**src/rtl/wvote_pkg.sv**
```systemverilog
// Shared definitions for the weighted rail voter.
// Assumes weights are always two bits wide.
package wvote_pkg;
    localparam int unsigned WEIGHT_W = 2;

    typedef enum logic [1:0] {
        ST_IDLE  = 2'd0,
        ST_ALIGN = 2'd1,
        ST_EVAL  = 2'd2
    } vote_state_e;
endpackage

```
**src/rtl/wvote_wsum.sv**
```systemverilog
// Weighted total of the valid rails, plus a range check on the threshold.
// Purely combinational. SUM_W must hold N_RAILS*3.
module wvote_wsum
    import wvote_pkg::*;
#(
    parameter int unsigned N_RAILS = 4,
    parameter int unsigned SUM_W   = 4
) (
    input  logic [N_RAILS-1:0]          valid,
    input  logic [N_RAILS*WEIGHT_W-1:0] weight,
    input  logic [SUM_W-1:0]            thresh,
    output logic [SUM_W-1:0]            live_sum,
    output logic                        meets,
    output logic                        cfg_bad
);
    logic [SUM_W-1:0] total_sum;

    // Accumulate the live total and the total of all weights.
    always_comb begin
        live_sum  = '0;
        total_sum = '0;
        for (int i = 0; i < int'(N_RAILS); i++) begin
            total_sum = total_sum + SUM_W'(weight[i*WEIGHT_W +: WEIGHT_W]);
            if (valid[i]) begin
                live_sum = live_sum + SUM_W'(weight[i*WEIGHT_W +: WEIGHT_W]);
            end
        end
    end

    // Reject an unreachable threshold; otherwise compare the live total.
    always_comb begin
        cfg_bad = (thresh > total_sum);
        meets   = !cfg_bad && (live_sum >= thresh);
    end
endmodule

```
**src/rtl/wvote_rate.sv**
```systemverilog
// Free-running decay timer: one-cycle tick every rate_len clocks.
// A rate_len of 0 or 1 ticks every clock.
module wvote_rate #(
    parameter int unsigned RATE_W = 16
) (
    input  logic              clk,
    input  logic              rst_n,
    input  logic [RATE_W-1:0] rate_len,
    output logic              tick
);
    logic [RATE_W-1:0] cnt;

    // Tick once the counter reaches the end of the period.
    always_comb begin
        tick = (rate_len <= RATE_W'(1)) || (cnt >= rate_len - RATE_W'(1));
    end

    // Advance the period counter and restart it on each tick.
    always_ff @(posedge clk) begin
        if (!rst_n) begin
            cnt <= '0;
        end else if (tick) begin
            cnt <= '0;
        end else begin
            cnt <= cnt + RATE_W'(1);
        end
    end

    p_tick_restarts_r7: assert property (@(posedge clk) disable iff (!rst_n)
        tick |=> (cnt == '0));
endmodule

```
**src/rtl/wvote_pen.sv**
```systemverilog
// Per-rail chatter penalty: up on glitch, down on decay tick, saturating both ways.
// Assumes glitch is already a clean one-cycle-per-event signal.
module wvote_pen #(
    parameter int unsigned PEN_W = 4
) (
    input  logic             clk,
    input  logic             rst_n,
    input  logic             glitch,
    input  logic             tick,
    input  logic [PEN_W-1:0] pen_max,
    output logic [PEN_W-1:0] pen,
    output logic             over
);
    localparam logic [PEN_W-1:0] PEN_TOP = {PEN_W{1'b1}};

    // Move the penalty by one step according to glitch and decay.
    always_ff @(posedge clk) begin
        if (!rst_n) begin
            pen <= '0;
        end else begin
            case ({glitch, tick})
                2'b10:   if (pen != PEN_TOP) pen <= pen + PEN_W'(1);
                2'b01:   if (pen != '0) pen <= pen - PEN_W'(1);
                default: pen <= pen;
            endcase
        end
    end

    // Flag a penalty strictly over the limit.
    always_comb begin
        over = (pen > pen_max);
    end

    p_pen_balance_r7: assert property (@(posedge clk) disable iff (!rst_n)
        (glitch == tick) |=> $stable(pen));
    p_pen_step_r6: assert property (@(posedge clk) disable iff (!rst_n)
        (glitch && !tick && pen != PEN_TOP) |=> (pen == $past(pen) + PEN_W'(1)));
    p_pen_sat_r6: assert property (@(posedge clk) disable iff (!rst_n)
        (glitch && pen == PEN_TOP) |=> (pen == PEN_TOP));
endmodule

```
**src/rtl/wvote_align.sv**
```systemverilog
// Alignment window and vote register.
// Idle waits for a rising valid flag, Align counts align_len clocks,
// Eval tracks the weighted comparison every clock and returns to Idle when the vote falls.
module wvote_align
    import wvote_pkg::*;
#(
    parameter int unsigned N_RAILS = 4,
    parameter int unsigned WIN_W   = 16
) (
    input  logic               clk,
    input  logic               rst_n,
    input  logic [N_RAILS-1:0] valid,
    input  logic               meets,
    input  logic               cfg_bad,
    input  logic [WIN_W-1:0]   align_len,
    output logic               vote_ok
);
    vote_state_e        state;
    logic [N_RAILS-1:0] valid_q;
    logic [WIN_W-1:0]   cnt;
    logic               rise;
    logic               win_last;

    // Detect a new rail rise and the last clock of the window.
    always_comb begin
        rise     = |(valid & ~valid_q);
        win_last = (align_len <= WIN_W'(1)) || (cnt >= align_len - WIN_W'(1));
    end

    // Keep last cycle's flags for rise detection.
    always_ff @(posedge clk) begin
        if (!rst_n) valid_q <= '0;
        else        valid_q <= valid;
    end

    // Sequence Idle, Align and Eval, and register the vote.
    always_ff @(posedge clk) begin
        if (!rst_n) begin
            state   <= ST_IDLE;
            cnt     <= '0;
            vote_ok <= 1'b0;
        end else begin
            case (state)
                ST_IDLE: begin
                    vote_ok <= 1'b0;
                    if (rise) begin
                        state <= ST_ALIGN;
                        cnt   <= '0;
                    end
                end
                ST_ALIGN: begin
                    if (win_last) begin
                        state   <= ST_EVAL;
                        vote_ok <= meets;
                    end else begin
                        cnt <= cnt + WIN_W'(1);
                    end
                end
                ST_EVAL: begin
                    if (vote_ok && !meets) begin
                        state   <= ST_IDLE;
                        vote_ok <= 1'b0;
                    end else begin
                        vote_ok <= meets;
                    end
                end
                default: begin
                    state   <= ST_IDLE;
                    vote_ok <= 1'b0;
                end
            endcase
        end
    end

    p_no_vote_in_window_r4: assert property (@(posedge clk) disable iff (!rst_n)
        (state == ST_ALIGN) |-> !vote_ok);
    p_idle_no_vote_r5: assert property (@(posedge clk) disable iff (!rst_n)
        (state == ST_IDLE) |-> !vote_ok);
    p_drop_to_idle_r5: assert property (@(posedge clk) disable iff (!rst_n)
        (vote_ok && !meets) |=> (!vote_ok && state == ST_IDLE));
    p_cfg_blocks_vote_r3: assert property (@(posedge clk) disable iff (!rst_n)
        cfg_bad |=> !vote_ok);
endmodule

```
**src/rtl/weighted_rail_voter.sv**
```systemverilog
// Top of the weighted rail readiness voter.
// Rail flags are assumed to be synchronous and already deglitched.
// The weighted total, the window sequencer, the decay timer and one penalty counter per rail are instantiated here.
module weighted_rail_voter
    import wvote_pkg::*;
#(
    parameter int unsigned N_RAILS = 4,
    parameter int unsigned WIN_W   = 16,
    parameter int unsigned RATE_W  = 16,
    parameter int unsigned PEN_W   = 4,
    localparam int unsigned SUM_W  = $clog2(N_RAILS * 3 + 1)
) (
    input  logic                        clk,
    input  logic                        rst_n,
    input  logic [N_RAILS-1:0]          rail_valid,
    input  logic [N_RAILS-1:0]          rail_glitch,
    input  logic [N_RAILS*WEIGHT_W-1:0] rail_weight,
    input  logic [SUM_W-1:0]            vote_thresh,
    input  logic [WIN_W-1:0]            align_len,
    input  logic [RATE_W-1:0]           rate_len,
    input  logic [PEN_W-1:0]            pen_max,
    output logic                        vote_ok,
    output logic                        degraded,
    output logic                        cfg_bad,
    output logic [N_RAILS*PEN_W-1:0]    rail_penalty
);
    logic [SUM_W-1:0]   live_sum;
    logic               meets;
    logic               decay_tick;
    logic [N_RAILS-1:0] over;

    wvote_wsum #(.N_RAILS(N_RAILS), .SUM_W(SUM_W)) i_wsum (
        .valid    (rail_valid),
        .weight   (rail_weight),
        .thresh   (vote_thresh),
        .live_sum (live_sum),
        .meets    (meets),
        .cfg_bad  (cfg_bad)
    );

    wvote_align #(.N_RAILS(N_RAILS), .WIN_W(WIN_W)) i_align (
        .clk       (clk),
        .rst_n     (rst_n),
        .valid     (rail_valid),
        .meets     (meets),
        .cfg_bad   (cfg_bad),
        .align_len (align_len),
        .vote_ok   (vote_ok)
    );

    wvote_rate #(.RATE_W(RATE_W)) i_rate (
        .clk      (clk),
        .rst_n    (rst_n),
        .rate_len (rate_len),
        .tick     (decay_tick)
    );

    for (genvar g = 0; g < int'(N_RAILS); g++) begin : g_rail
        wvote_pen #(.PEN_W(PEN_W)) i_pen (
            .clk     (clk),
            .rst_n   (rst_n),
            .glitch  (rail_glitch[g]),
            .tick    (decay_tick),
            .pen_max (pen_max),
            .pen     (rail_penalty[g*PEN_W +: PEN_W]),
            .over    (over[g])
        );
    end

    // Any rail over its penalty limit marks the system degraded.
    always_comb begin
        degraded = |over;
    end

    p_rise_has_sum_r2: assert property (@(posedge clk) disable iff (!rst_n)
        $rose(vote_ok) |-> $past(live_sum >= vote_thresh));
    p_degraded_keeps_vote_r8: assert property (@(posedge clk) disable iff (!rst_n)
        (vote_ok && degraded && meets) |=> vote_ok);
endmodule

```
**config.mk**
```make
export PLATFORM = sky130hd
export DESIGN_NAME = weighted_rail_voter
export DESIGN_NICKNAME = d
export VERILOG_FILES = /design/src/rtl/wvote_pkg.sv /design/src/rtl/wvote_wsum.sv /design/src/rtl/wvote_rate.sv /design/src/rtl/wvote_pen.sv /design/src/rtl/wvote_align.sv /design/src/rtl/weighted_rail_voter.sv
export SDC_FILE = /design/constraint.sdc
export NUM_CORES = 1
export LEC_CHECK = 0
export ABC_CLOCK_PERIOD_IN_PS = 4300
export BUFFER_PORTS_ARGS = -buffer_cell sky130_fd_sc_hd__buf_4
export CAP_MARGIN = 40
export CORE_ASPECT_RATIO = 1.4
export CORE_MARGIN = 2
export CORE_UTILIZATION = 54
export CTS_BUF_LIST = sky130_fd_sc_hd__clkbuf_8
export DETAILED_ROUTE_END_ITERATION = 6
export PLACE_DENSITY = 0.77
export SLEW_MARGIN = 20
export SYNTH_ARGS = -nofsm -noshare
export SYNTH_HDL_FRONTEND = slang
export SYNTH_SLANG_ARGS = --single-unit
```
**constraint.sdc**
```tcl
create_clock -name clk -period 4.3 [get_ports clk]
set_clock_uncertainty 0.1 [all_clocks]
set_input_delay 0.645 -clock clk [delete_from_list [all_inputs] [get_ports clk]]
set_output_delay 0.645 -clock clk [all_outputs]
set_load 0.05 [all_outputs]
```
==> out/summary.md, run 1 <==
- **number of enable flip-flop cells after synthesis** 0
- **worst slew slack as a fraction of its limit** 0.4930
- **number of buffers and inverters on the critical path** 2
- **Final #Nets** 911
- **Final Wtd Congestion** 0.8649
- **total iterations of the first detailed-routing run** 4
- **clock period minus final worst setup slack** 4360 ps
- **leakage power** 3.004 nW
- **ranking of synthesized cells by area** sky130_fd_sc_hd__dfxtp_1 (21%), sky130_fd_sc_hd__ha_1 (21%), sky130_fd_sc_hd__xnor2_1 (6.0%), sky130_fd_sc_hd__inv_1 (4.2%), sky130_fd_sc_hd__fa_1 (4.2%)
- **highest clock frequency the design can meet** 0.2294 GHz
- **slowest stage cell, crit path** sky130_fd_sc_hd__fa_1
- **proportion of netlist area held by the largest area contributor** 0.2096
- **area used by multi-input combinational logic** 0.004044 mm2
- **top flip-flop cell by instance count after synthesis** sky130_fd_sc_hd__dfxtp_1
- **Max Buffers Root-to-Sink** 2
- **Mapped Nets** 786
- **placeable core region** 0.009459 mm2
- **final global-route overflow total** 0
- **post-synthesis instance total** 629
- **first-pass GRT wire length** 20600 um
- **Routed Antenna Nets** 0
- **PnR worst setup slack** -59.85 ps
- **number of remaining DRC errors** 0
- **WS Path Type** input pin to flip-flop
- **clock insertion delay at the later pin of the skew report** 310 ps
- **worst endpoint required time** 4440 ps
- **count of vias placed by the detailed router** 4922
- **number of buffers created by CTS** 5
- **worst path arrival time** 4500 ps
- **clock root buffer** sky130_fd_sc_hd__clkbuf_8
- **final routed wire length divided by cell count** 14.38 um
- **DRC violation total after the first TritonRoute iteration** 142
- **maximum number of pins on one net before global-route repair** 25
- **max_cap viols** 0
- **wire length after detailed routing** 12420 um
- **final core utilization** 0.6943
- **capturing element type of the critical path** flip-flop
- **final worst path period share** 1.014
- **most frequent standard cell in the layout excluding fill and tap cells** sky130_fd_sc_hd__buf_4
- **critical path peak fanout** 3
- **number of I/O pins** 77
- **site row count** 42
- **average vias per placed instance** 5.697
- **sequential-to-total area share from yosys stat** 0.2096
- **delay-heaviest family, CP** adder cells
- **highest-count cells in the layout ignoring fill and taps** sky130_fd_sc_hd__buf_4 (123), sky130_fd_sc_hd__ha_1 (85), sky130_fd_sc_hd__inv_1 (57), sky130_fd_sc_hd__nor2_1 (55), sky130_fd_sc_hd__dfxtp_1 (55)
- **Hold WC Path Type** flip-flop to flip-flop
- **depth of the worst register-to-register path** 18
- **fraction of layout instances using a drive strength above 1** 0.2401
- **total area of sequential cells** 0.001101 mm2
- **H-tree levels** 2
- **cell-by-cell trace of the critical path** buf_6 -> and2_4 -> ha_4 -> fa_1 -> nand2_1 -> o21ai_2 -> inv_2 -> fa_1 -> a21oi_2 -> ha_1 -> a21o_1 -> a311oi_2 -> nor2_1 -> o22ai_1 -> ha_1 -> o21ai_1 -> a21oi_1 -> o2bb2a_4 -> nand2b_4 -> a221oi_4 -> mux2i_1
- **# placed instances** 849
- **Setup TNS** -134.9 ps
- **antenna diode count** 0
- **number of endpoints failing setup at the final stage** 3
- **post-CTS clock slew at the launch and capture registers of the worst setup and hold paths** 90 ps
- **synthesized cell area** 0.005254 mm2
- **hold violation count in the final report** 0
- **startpoint type of the worst setup path** input pin
- **buffers added on ports** 76
- **Total Die Area** 0.01055 mm2
- **detailed-placement wirelength estimate** 9800 um
- **number of cells in the finished layout apart from fillers** 864
- **WHS** 371.9 ps
- **initial core utilization** 0.5554
- **number of antenna violations at the first check in global routing** 0
- **die outline width** 87.37 um
- **yosys warns** 0
- **share of synthesized registers carrying an async set or reset** 0
- **count of cell instances traversed by the critical path** 21
- **die boundary height** 120.7 um
- **setup repair after global routing missed its margin** yes
- **signed area change from the synthesized netlist to the final layout** 25.01%
- **actual transition at the worst max-transition pin** 760.5 ps
- **Yosys top cell by area** sky130_fd_sc_hd__dfxtp_1
- **power per cell area** 249.2 mW/mm2
- **number of storage elements in the synthesis netlist** 55
- **syn_area_per_cell** 8.353 um2
- **failing checks** setup timing
- **clk sink count** 55
- **number of global-route vias before repair** 4886
- **run status** finished with violations
- **number of max-slew violations in the final report** 0
- **clock tree from TritonCTS** done
- **number of instances on the worst hold path** 1
- **number of distinct standard cells referenced by the synthesized netlist** 63
- **GRT Util Overall** 0.2351
- **stage delay of the slowest cell on the critical path** 480 ps
- **quantity of hold-fixing buffers added after cts** 0
- **Peak VDD IR** 0.0001436 V
- **Filler cells** 763
-- registers in the layout, indices dropped and copies added, names as in the netlist --
name              flops
i_align.cnt          16
i_align.valid_q       4
g_rail.i_pen.pen     16
i_align.vote_ok       1
i_align.state         2
i_rate.cnt           16
-- worst reg2reg max path, stage by stage (launching register included) --
cell and delay, ps:
sky130_fd_sc_hd__dfxtp_1 370, sky130_fd_sc_hd__inv_1 60, sky130_fd_sc_hd__ha_1 260, sky130_fd_sc_hd__nand2b_1 140
sky130_fd_sc_hd__a21o_1 170, sky130_fd_sc_hd__a21o_1 170, sky130_fd_sc_hd__a21oi_1 200, sky130_fd_sc_hd__o211a_1 190
sky130_fd_sc_hd__nand2b_4 140, sky130_fd_sc_hd__nand2_2 70, sky130_fd_sc_hd__buf_4 170, sky130_fd_sc_hd__ha_1 200
sky130_fd_sc_hd__buf_4 160, sky130_fd_sc_hd__ha_1 290, sky130_fd_sc_hd__a21oi_1 160, sky130_fd_sc_hd__xnor2_1 150
sky130_fd_sc_hd__nand2_1 90, sky130_fd_sc_hd__xor2_1 140, sky130_fd_sc_hd__nor2_1 50
-- final cells by class --
type,instances,area share
multi-input combinational,506,0.6157
sequential,55,0.1677
timing repair buffer,127,0.1486
inverter,59,0.03372
tap,110,0.02096
clock buffer,6,0.01257
clock inverter,1,0.0007620
-- stage by stage --
| step | instance area, um2 | power, mW | setup WS (ps) |
|---|---|---|---|
| global route | 6568 | 1.748 | -190.2 |
| finish | 6568 | 1.637 | -59.85 |
| detailed placement | 6295 | 1.305 | -476.7 |
| floorplan | 5306 | 1.075 | -119.3 |
| global placement | 6295 | 1.272 | -305.5 |
| CTS | 6444 | 1.625 | -62.78 |
-- final timing paths --
kind	startpoint	to	slack, ps
worst min register to register	i_rate.cnt[0]$_SDFF_PP0_	i_rate.cnt[0]$_SDFF_PP0_	370
worst min-delay path	i_rate.cnt[0]$_SDFF_PP0_	i_rate.cnt[0]$_SDFF_PP0_	370
worst max register to register	i_rate.cnt[0]$_SDFF_PP0_	g_rail[1].i_pen.pen[3]$_SDFFE_PN0P_	940
worst max-delay path	rail_weight[0]	i_align.state[1]$_SDFFE_PN0P_	-60
-- repair_timing --
| item | in CTS | in global routing |
|---|---|---|
| gates resized for setup | 12 | 15 |
| endpoints found under the setup margin | 6 | 7 |
| cloned | 0 | 0 |
| pin swaps | 6 | 18 |
| buffers inserted | 2 | 5 |
-- synthesized netlist by cell type (all sizes together), types with 9 or more instances --
library cell and n:
a21o 13, a21oi 38, and2 9, dfxtp 55
fa 11, ha 88, inv 59, nand2 49
nand2b 14, nand3 20, nand4 9, nor2 55
nor3 19, nor4 13, o21ai 20, or4 9
xnor2 36, xor2 21
-- power by group --
part / internal [mW] / switching [mW]
Clock: 0.127 / 0.167
Sequential: 0.534 / 0.0297
Combinational: 0.349 / 0.430
Total: 1.01 / 0.627
-- per-layer routing --
layer	vias up	track usage	wire length, um
met5	-	0	0
met3	21	0.03549	449
met4	0	0.07981	210
li1	2482	-	-
met2	109	0.4413	6753
met1	2310	0.2617	5005
-- logic make-up (layout without fill, tap and decap cells) --
kind of cell | count (synthesis) | after routing | synth area share
xor+xnor | 57 | 57 | 0.09502
buf+inv | 68 | 193 | 0.05025
simple gates | 223 | 223 | 0.2220
flops | 55 | 55 | 0.2096
compound gates | 118 | 118 | 0.1538
mux | 9 | 9 | 0.01786
fa+ha+maj | 99 | 99 | 0.2515
(Power assumes the default switching activity.)
==> run 2: changes to the inputs <==
--- a/config.mk
+++ b/config.mk
@@ -12,8 +12,10 @@
 export CORE_MARGIN = 2
 export CORE_UTILIZATION = 54
 export CTS_BUF_LIST = sky130_fd_sc_hd__clkbuf_8
+export CTS_CLUSTER_DIAMETER = 150
 export DETAILED_ROUTE_END_ITERATION = 6
 export PLACE_DENSITY = 0.77
+export SETUP_SLACK_MARGIN = 0.02
 export SLEW_MARGIN = 20
 export SYNTH_ARGS = -nofsm -noshare
 export SYNTH_HDL_FRONTEND = slang
==> run 2 against run 1 <==
The flow still finishes with violations (setup timing). Setup slack worse by 52 ps. Largest cell class unchanged. First-iteration DRC count increased by 35%. Maximum frequency shrank 1.2%. Combinational power up 4.7%. Final cell count increased by 1.2%. Cell area rose by 4.4%. Global-route usage grew 1.3 points.
==> out/summary.md, run 2 (synthesis gave the netlist of run 1 again) <==
- **die boundary height** 120.7 um
- **Final #Nets** 920
- **share of power burned in combinational logic** 0.454
- **cell-by-cell trace of the critical path** buf_6 -> and2_4 -> ha_4 -> fa_1 -> nand2_1 -> o21ai_2 -> inv_1 -> fa_1 -> a21oi_2 -> ha_1 -> a21o_1 -> a311oi_2 -> nor2_1 -> o22ai_1 -> ha_1 -> o21ai_1 -> a21oi_1 -> o2bb2a_4 -> nand2b_4 -> a221oi_4 -> mux2i_1
- **critical path peak fanout** 3
- **# placed instances** 853
- **final core utilization** 0.7247
- **Post-DP Area** 0.006336 mm2
- **worst endpoint required time** 4450 ps
- **post-CTS clock slew at the launch and capture registers of the worst setup and hold paths** 100 ps
- **capturing element type of the critical path** flip-flop
- **WS Path Type** input pin to flip-flop
- **count of vias placed by the detailed router** 5059
- **Hold WC Path Type** flip-flop to flip-flop
- **highest clock frequency the design can meet** 0.2267 GHz
- **Total Die Area** 0.01055 mm2
- **GRT Util Overall** 0.2484
- **clock root buffer** sky130_fd_sc_hd__clkbuf_8
- **Final Wtd Congestion** 0.8350
- **met2 usage in global routing** 0.4759
- **number of buffers and inverters on the critical path** 2
- **final routed wire length divided by cell count** 15.60 um
- **quantity of hold-fixing buffers added after cts** 0
- **overall power of the completed layout** 1.796 mW
- **net switching power** 656.3 uW
- **number of antenna violations at the first check in global routing** 0
- **first-pass GRT wire length** 21470 um
- **worst path arrival time** 4560 ps
- **depth of the worst register-to-register path** 16
- **average vias per placed instance** 5.788
- **Setup TNS** -186.7 ps
- **Peak VDD IR** 0.0001557 V
- **most frequent standard cell in the layout excluding fill and tap cells** sky130_fd_sc_hd__buf_4
- **DRC violation total after the first TritonRoute iteration** 191
- **power per cell area** 261.9 mW/mm2
- **startpoint type of the worst setup path** input pin
- **clk sink count** 55
- **signed area change from the synthesized netlist to the final layout** 30.48%
- **stage delay of the slowest cell on the critical path** 470 ps
- **capturing point of the worst reg2reg path** g_rail[3].i_pen.pen[3]$_SDFFE_PN0P_
- **met1 track utilization from global routing** 0.2623
- **initial core utilization** 0.5554
- **site row count** 42
- **design internal power** 1.139 mW
- **total iterations of the first detailed-routing run** 4
- **PnR worst setup slack** -111.9 ps
- **delay-heaviest family, CP** adder cells
- **leakage power** 3.054 nW
- **Routed Antenna Nets** 0
- **number of global-route vias before repair** 5023
- **placeable core region** 0.009459 mm2
- **failing checks** setup timing
- **Largest regs** g_rail.i_pen.pen: 16 flops, i_align.cnt: 16 flops, i_rate.cnt: 16 flops
- **final standard cell area without fillers** 0.006855 mm2
- **antenna diode count** 0
- **clock tree from TritonCTS** done
- **H-tree levels** 2
- **number of buffers created by CTS** 5
- **final worst path period share** 1.026
- **wire length after detailed routing** 13640 um
- **die outline width** 87.37 um
- **busiest metal layer after global routing** met2
- **fraction of layout instances using a drive strength above 1** 0.2696
- **fraction of power consumed by the clock network** 0.231
- **WHS** 369.0 ps
- **setup slack on the worst flop-to-flop path** 960 ps
- **setup repair after global routing missed its margin** yes
- **clock period minus final worst setup slack** 4412 ps
- **final global-route overflow total** 0
- **Filler cells** 720
- **max_cap viols** 0
- **highest-count cells in the layout ignoring fill and taps** sky130_fd_sc_hd__buf_4 (129), sky130_fd_sc_hd__ha_1 (75), sky130_fd_sc_hd__inv_1 (58), sky130_fd_sc_hd__dfxtp_1 (55), sky130_fd_sc_hd__nor2_1 (54)
- **slowest stage cell, crit path** sky130_fd_sc_hd__fa_1
- **Max Buffers Root-to-Sink** 2
- **worst slew slack as a fraction of its limit** 0.5008
- **met3 track demand over resource** 0.03276
- **number of max-slew violations in the final report** 0
- **number of cells in the finished layout apart from fillers** 874
- **sw frac** 0.3655
- **pre-CTS worst setup slack** -518.1 ps
- **number of endpoints failing setup at the final stage** 2
- **buffers added on ports** 76
- **hold violation count in the final report** 0
- **share of total power in sequential cells** 0.315
- **detailed-placement wirelength estimate** 10360 um
- **clock insertion delay at the later pin of the skew report** 320 ps
- **actual transition at the worst max-transition pin** 748.9 ps
- **count of cell instances traversed by the critical path** 21
- **maximum number of pins on one net before global-route repair** 25
- **number of I/O pins** 77
- **capture point of the worst path** i_align.state[0]$_SDFFE_PN0P_
- **number of remaining DRC errors** 0
- **critical path startpoint** rail_weight[0]
- **origin of the critical flop-to-flop path** i_rate.cnt[0]$_SDFF_PP0_
- **run status** finished with violations
## run 2: worst min-delay path by stage
stage | from | endpoint | slack (ps) | depth (start not counted)
after detailed placement | i_rate.cnt[0]$_SDFF_PP0_ | i_rate.cnt[0]$_SDFF_PP0_ | 350 | 1
after global routing | i_align.state[1]$_SDFFE_PN0P_ | i_align.state[1]$_SDFFE_PN0P_ | 400 | 2
final | i_rate.cnt[0]$_SDFF_PP0_ | i_rate.cnt[0]$_SDFF_PP0_ | 370 | 1
after floorplan | i_rate.cnt[0]$_SDFF_PP0_ | i_rate.cnt[0]$_SDFF_PP0_ | 330 | 1
after CTS | i_rate.cnt[0]$_SDFF_PP0_ | i_rate.cnt[0]$_SDFF_PP0_ | 370 | 1
after global placement | i_rate.cnt[0]$_SDFF_PP0_ | i_rate.cnt[0]$_SDFF_PP0_ | 340 | 1
## run 2: power by group through the flow
| stage | clock network (mW) | registers [mW] | logic, mW |
|---|---|---|---|
| final | 0.414 | 0.566 | 0.816 |
| after global routing | 0.433 | 0.570 | 0.893 |
| after CTS | 0.417 | 0.564 | 0.784 |
| after detailed placement | 0 | 0.575 | 0.740 |
| after global placement | 0 | 0.574 | 0.709 |
| after floorplan | 0 | 0.599 | 0.477 |
## run 2: routing by layer
metal  routed length (um)  vias up
met5                    0        -
met4                  453        0
met3                  481       38
met2                 7440      130
met1                 5262     2398
li1                     -     2493
## run 2: worst reg2reg max path, delay by kind of cell (launching register included)
| family | cells | cell delay (ps) |
|---|---|---|
| simple gates | 4 | 770 |
| fa+ha+maj | 3 | 730 |
| flops | 1 | 380 |
| compound gates | 6 | 1030 |
| buf+inv | 2 | 180 |
| xor+xnor | 1 | 100 |
## run 2: area by class of cell
type                    count  area [um2]  area share
clock inverters             3       67.56    0.009856
multi-input cells         506        4208      0.6138
inverters                  59       221.5     0.03231
flip-flops and latches     55        1101      0.1606
well taps                 110       137.6     0.02008
clock buffers               5       68.82     0.01004
repair buffers            136        1051      0.1533
## run 2: what timing repair did
| item | in CTS | in global routing |
|---|---|---|
| resized for setup | 16 | 33 |
| hold endpoints to repair | 0 | 0 |
| endpoints found under the setup margin | 7 | 7 |
| pin swaps | 9 | 37 |
| buffers inserted | 7 | 5 |
==> run 3: changes to the inputs <==
--- a/config.mk
+++ b/config.mk
@@ -5,16 +5,18 @@
 export SDC_FILE = /design/constraint.sdc
 export NUM_CORES = 1
 export LEC_CHECK = 0
-export ABC_CLOCK_PERIOD_IN_PS = 4300
+export ABC_CLOCK_PERIOD_IN_PS = 3900
 export BUFFER_PORTS_ARGS = -buffer_cell sky130_fd_sc_hd__buf_4
 export CAP_MARGIN = 40
+export CELL_PAD_IN_SITES_DETAIL_PLACEMENT = 1
+export CELL_PAD_IN_SITES_GLOBAL_PLACEMENT = 1
 export CORE_ASPECT_RATIO = 1.4
 export CORE_MARGIN = 2
-export CORE_UTILIZATION = 54
+export CORE_UTILIZATION = 41
 export CTS_BUF_LIST = sky130_fd_sc_hd__clkbuf_8
 export CTS_CLUSTER_DIAMETER = 150
 export DETAILED_ROUTE_END_ITERATION = 6
-export PLACE_DENSITY = 0.77
+export PLACE_DENSITY = 0.78
 export SETUP_SLACK_MARGIN = 0.02
 export SLEW_MARGIN = 20
 export SYNTH_ARGS = -nofsm -noshare
==> constraint.sdc (replaced) <==
create_clock -name clk -period 3.9 [get_ports clk]
set_clock_uncertainty 0.1 [all_clocks]
set_input_delay 0.585 -clock clk [delete_from_list [all_inputs] [get_ports clk]]
set_output_delay 0.585 -clock clk [all_outputs]
set_load 0.05 [all_outputs]
==> run 3 against run 2 <==
The run still ends with setup timing left. Combinational power is 20% higher. Flip-flop and latch count unchanged. Global-route usage down 0.84 points. Die area is 30% higher. Core utilization shrank 14 points. Non-clock buffer count increased by 20. Clock-buffer cell count unchanged. Total power rose by 11%. Clock power decreased by 7.7%. Register-to-register slack got worse by 310 ps. Cell area grew 5.6%. Wire length rose by 22%. Largest power group unchanged.
==> out/summary.md, run 3 (synthesis gave the netlist of run 1 again) <==
- **PnR worst setup slack** -488.4 ps
- **number of remaining DRC errors** 0
- **antenna diode count** 0
- **number of buffers and inverters on the critical path** 2
- **run status** finished with violations
- **clk sink count** 55
- **clock period minus final worst setup slack** 4388 ps
- **number of max-slew violations in the final report** 0
- **fraction of power consumed by the clock network** 0.192
- **clock root buffer** sky130_fd_sc_hd__clkbuf_8
- **post-CTS clock slew at the launch and capture registers of the worst setup and hold paths** 100 ps
- **placeable core region** 0.01243 mm2
- **number of global-route vias before repair** 5666
- **most frequent standard cell in the layout excluding fill and tap cells** sky130_fd_sc_hd__buf_4
- **detailed-placement wirelength estimate** 12890 um
- **worst endpoint required time** 4040 ps
- **share of power burned in combinational logic** 0.493
- **die outline width** 99.67 um
- **power per cell area** 275.4 mW/mm2
- **number of endpoints failing setup at the final stage** 8
- **number of antenna violations at the first check in global routing** 0
- **leakage power** 3.173 nW
- **origin of the critical flop-to-flop path** i_rate.cnt[0]$_SDFF_PP0_
- **average vias per placed instance** 5.583
- **site row count** 48
- **Final Wtd Congestion** 0.8308
- **maximum number of pins on one net before global-route repair** 25
- **critical path startpoint** rail_weight[0]
- **WS Path Type** input pin to flip-flop
- **final core utilization** 0.5821
- **slowest stage cell, crit path** sky130_fd_sc_hd__fa_1
- **final worst path period share** 1.125
- **capturing element type of the critical path** flip-flop
- **hold violation count in the final report** 0
- **Peak VDD IR** 0.0001577 V
- **worst slew slack as a fraction of its limit** 0.6597
- **clock insertion delay at the later pin of the skew report** 320 ps
- **buffers added on ports** 76
- **max_cap viols** 0
- **actual transition at the worst max-transition pin** 505.8 ps
- **final global-route overflow total** 0
- **initial core utilization** 0.4226
- **final routed wire length divided by cell count** 17.85 um
- **DRC violation total after the first TritonRoute iteration** 102
- **cell-by-cell trace of the critical path** buf_6 -> and2_4 -> ha_4 -> fa_1 -> nand2_1 -> o21ai_2 -> inv_1 -> fa_1 -> a21oi_2 -> ha_1 -> a21o_1 -> a311oi_2 -> nor2_1 -> o22ai_1 -> ha_1 -> o21ai_2 -> a21oi_2 -> o2bb2a_4 -> nand2b_4 -> a221oi_4 -> mux2i_1
- **startpoint type of the worst setup path** input pin
- **fraction of layout instances using a drive strength above 1** 0.3218
- **highest-count cells in the layout ignoring fill and taps** sky130_fd_sc_hd__buf_4 (140), sky130_fd_sc_hd__ha_1 (70), sky130_fd_sc_hd__inv_1 (55), sky130_fd_sc_hd__dfxtp_1 (55), sky130_fd_sc_hd__nor2_1 (53)
- **highest clock frequency the design can meet** 0.2279 GHz
- **H-tree levels** 2
- **startpoint of the worst hold path** i_rate.cnt[0]$_SDFF_PP0_
- **number of buffers created by CTS** 5
- **total iterations of the first detailed-routing run** 4
- **GRT Util Overall** 0.2400
- **Final #Nets** 940
- **count of vias placed by the detailed router** 5209
- **sw frac** 0.3898
- **worst path arrival time** 4530 ps
- **clock tree from TritonCTS** done
- **failing checks** setup timing
- **Largest regs** g_rail.i_pen.pen: 16 flops, i_align.cnt: 16 flops, i_rate.cnt: 16 flops
- **wire length after detailed routing** 16650 um
- **Total Die Area** 0.01375 mm2
- **stage delay of the slowest cell on the critical path** 480 ps
- **share of total power in sequential cells** 0.315
- **design internal power** 1.216 mW
- **number of I/O pins** 77
- **net switching power** 776.9 uW
- **die boundary height** 137.9 um
- **signed area change from the synthesized netlist to the final layout** 37.75%
- **Routed Antenna Nets** 0
- **first-pass GRT wire length** 26640 um
- **Hold WC Path Type** flip-flop to flip-flop
- **delay-heaviest family, CP** adder cells
- **overall power of the completed layout** 1.993 mW
- **critical path peak fanout** 2
- **setup repair after global routing missed its margin** yes
- **Max Buffers Root-to-Sink** 2
## run 3: cell types whose count changed in the layout (fill, tap and decap cells not counted), moves of 3 or more
cell                       previous run  this run
sky130_fd_sc_hd__inv_1               58        55
sky130_fd_sc_hd__inv_4                0         3
sky130_fd_sc_hd__a211oi_2             1         4
sky130_fd_sc_hd__ha_1                75        70
sky130_fd_sc_hd__a21oi_2              8        11
sky130_fd_sc_hd__buf_6                6        14
sky130_fd_sc_hd__ha_4                12        17
sky130_fd_sc_hd__a21oi_1             29        25
sky130_fd_sc_hd__buf_4              129       140
sky130_fd_sc_hd__a211oi_1             5         2
## run 3: repair_timing
action	4_1_cts	5_1_grt
hold buffers	0	0
cloned	0	0
gates resized for setup	37	39
setup buffers	9	9
pin swaps	39	46
setup endpoints to repair	20	23
## run 3: through the flow
stage / cell area, um2 / std cells / setup WS (ps) / TNS [ps] / hold slack [ps]
final: 7237 / 933 / -488.4 / -1750 / 376.9
after CTS: 6979 / 924 / -354.7 / -1310 / 377.0
after global placement: 6636 / 907 / -664.0 / -9302 / 336.3
after global routing: 7237 / 933 / -647.4 / -3650 / 422.9
after detailed placement: 6651 / 908 / -907.3 / -12850 / 353.8
after floorplan: 5463 / 629 / -459.3 / -1848 / 325.6
## run 3: layout make-up
cell class / instances / area [um2]
clock inverter: 2 / 33.78
tap: 150 / 187.7
timing repair buffer: 156 / 1239
inverter: 59 / 229.0
clock buffer: 5 / 68.82
multi-input combinational: 506 / 4378
sequential: 55 / 1101
fill: 1442 / 5195
## run 3: power groups by stage
| stage | logic (mW) | clock network (mW) | registers, mW |
|---|---|---|---|
| 2_1_floorplan | 0.533 | 0 | 0.662 |
| 3_5_place_dp | 0.878 | 0 | 0.639 |
| 6_report | 0.983 | 0.382 | 0.628 |
| 4_1_cts | 0.935 | 0.392 | 0.626 |
| 3_3_place_gp | 0.821 | 0 | 0.636 |
| 5_1_grt | 1.07 | 0.416 | 0.633 |
## run 3: metal layers
layer	up-vias	global-route usage	part of all wire
met4	0	0.06240	0.018
met2	80	0.5008	0.58
met3	26	0.03276	0.026
met5	-	0	0
li1	2541	-	-
met1	2562	0.2438	0.37
## run 3: final timing paths
path         depth (start not counted)                                  end  slack (ps)
min                                  1             i_rate.cnt[0]$_SDFF_PP0_         380
min reg2reg                          1             i_rate.cnt[0]$_SDFF_PP0_         380
max reg2reg                         16  g_rail[3].i_pen.pen[3]$_SDFFE_PN0P_         650
max                                 21        i_align.state[1]$_SDFFE_PN0P_        -490
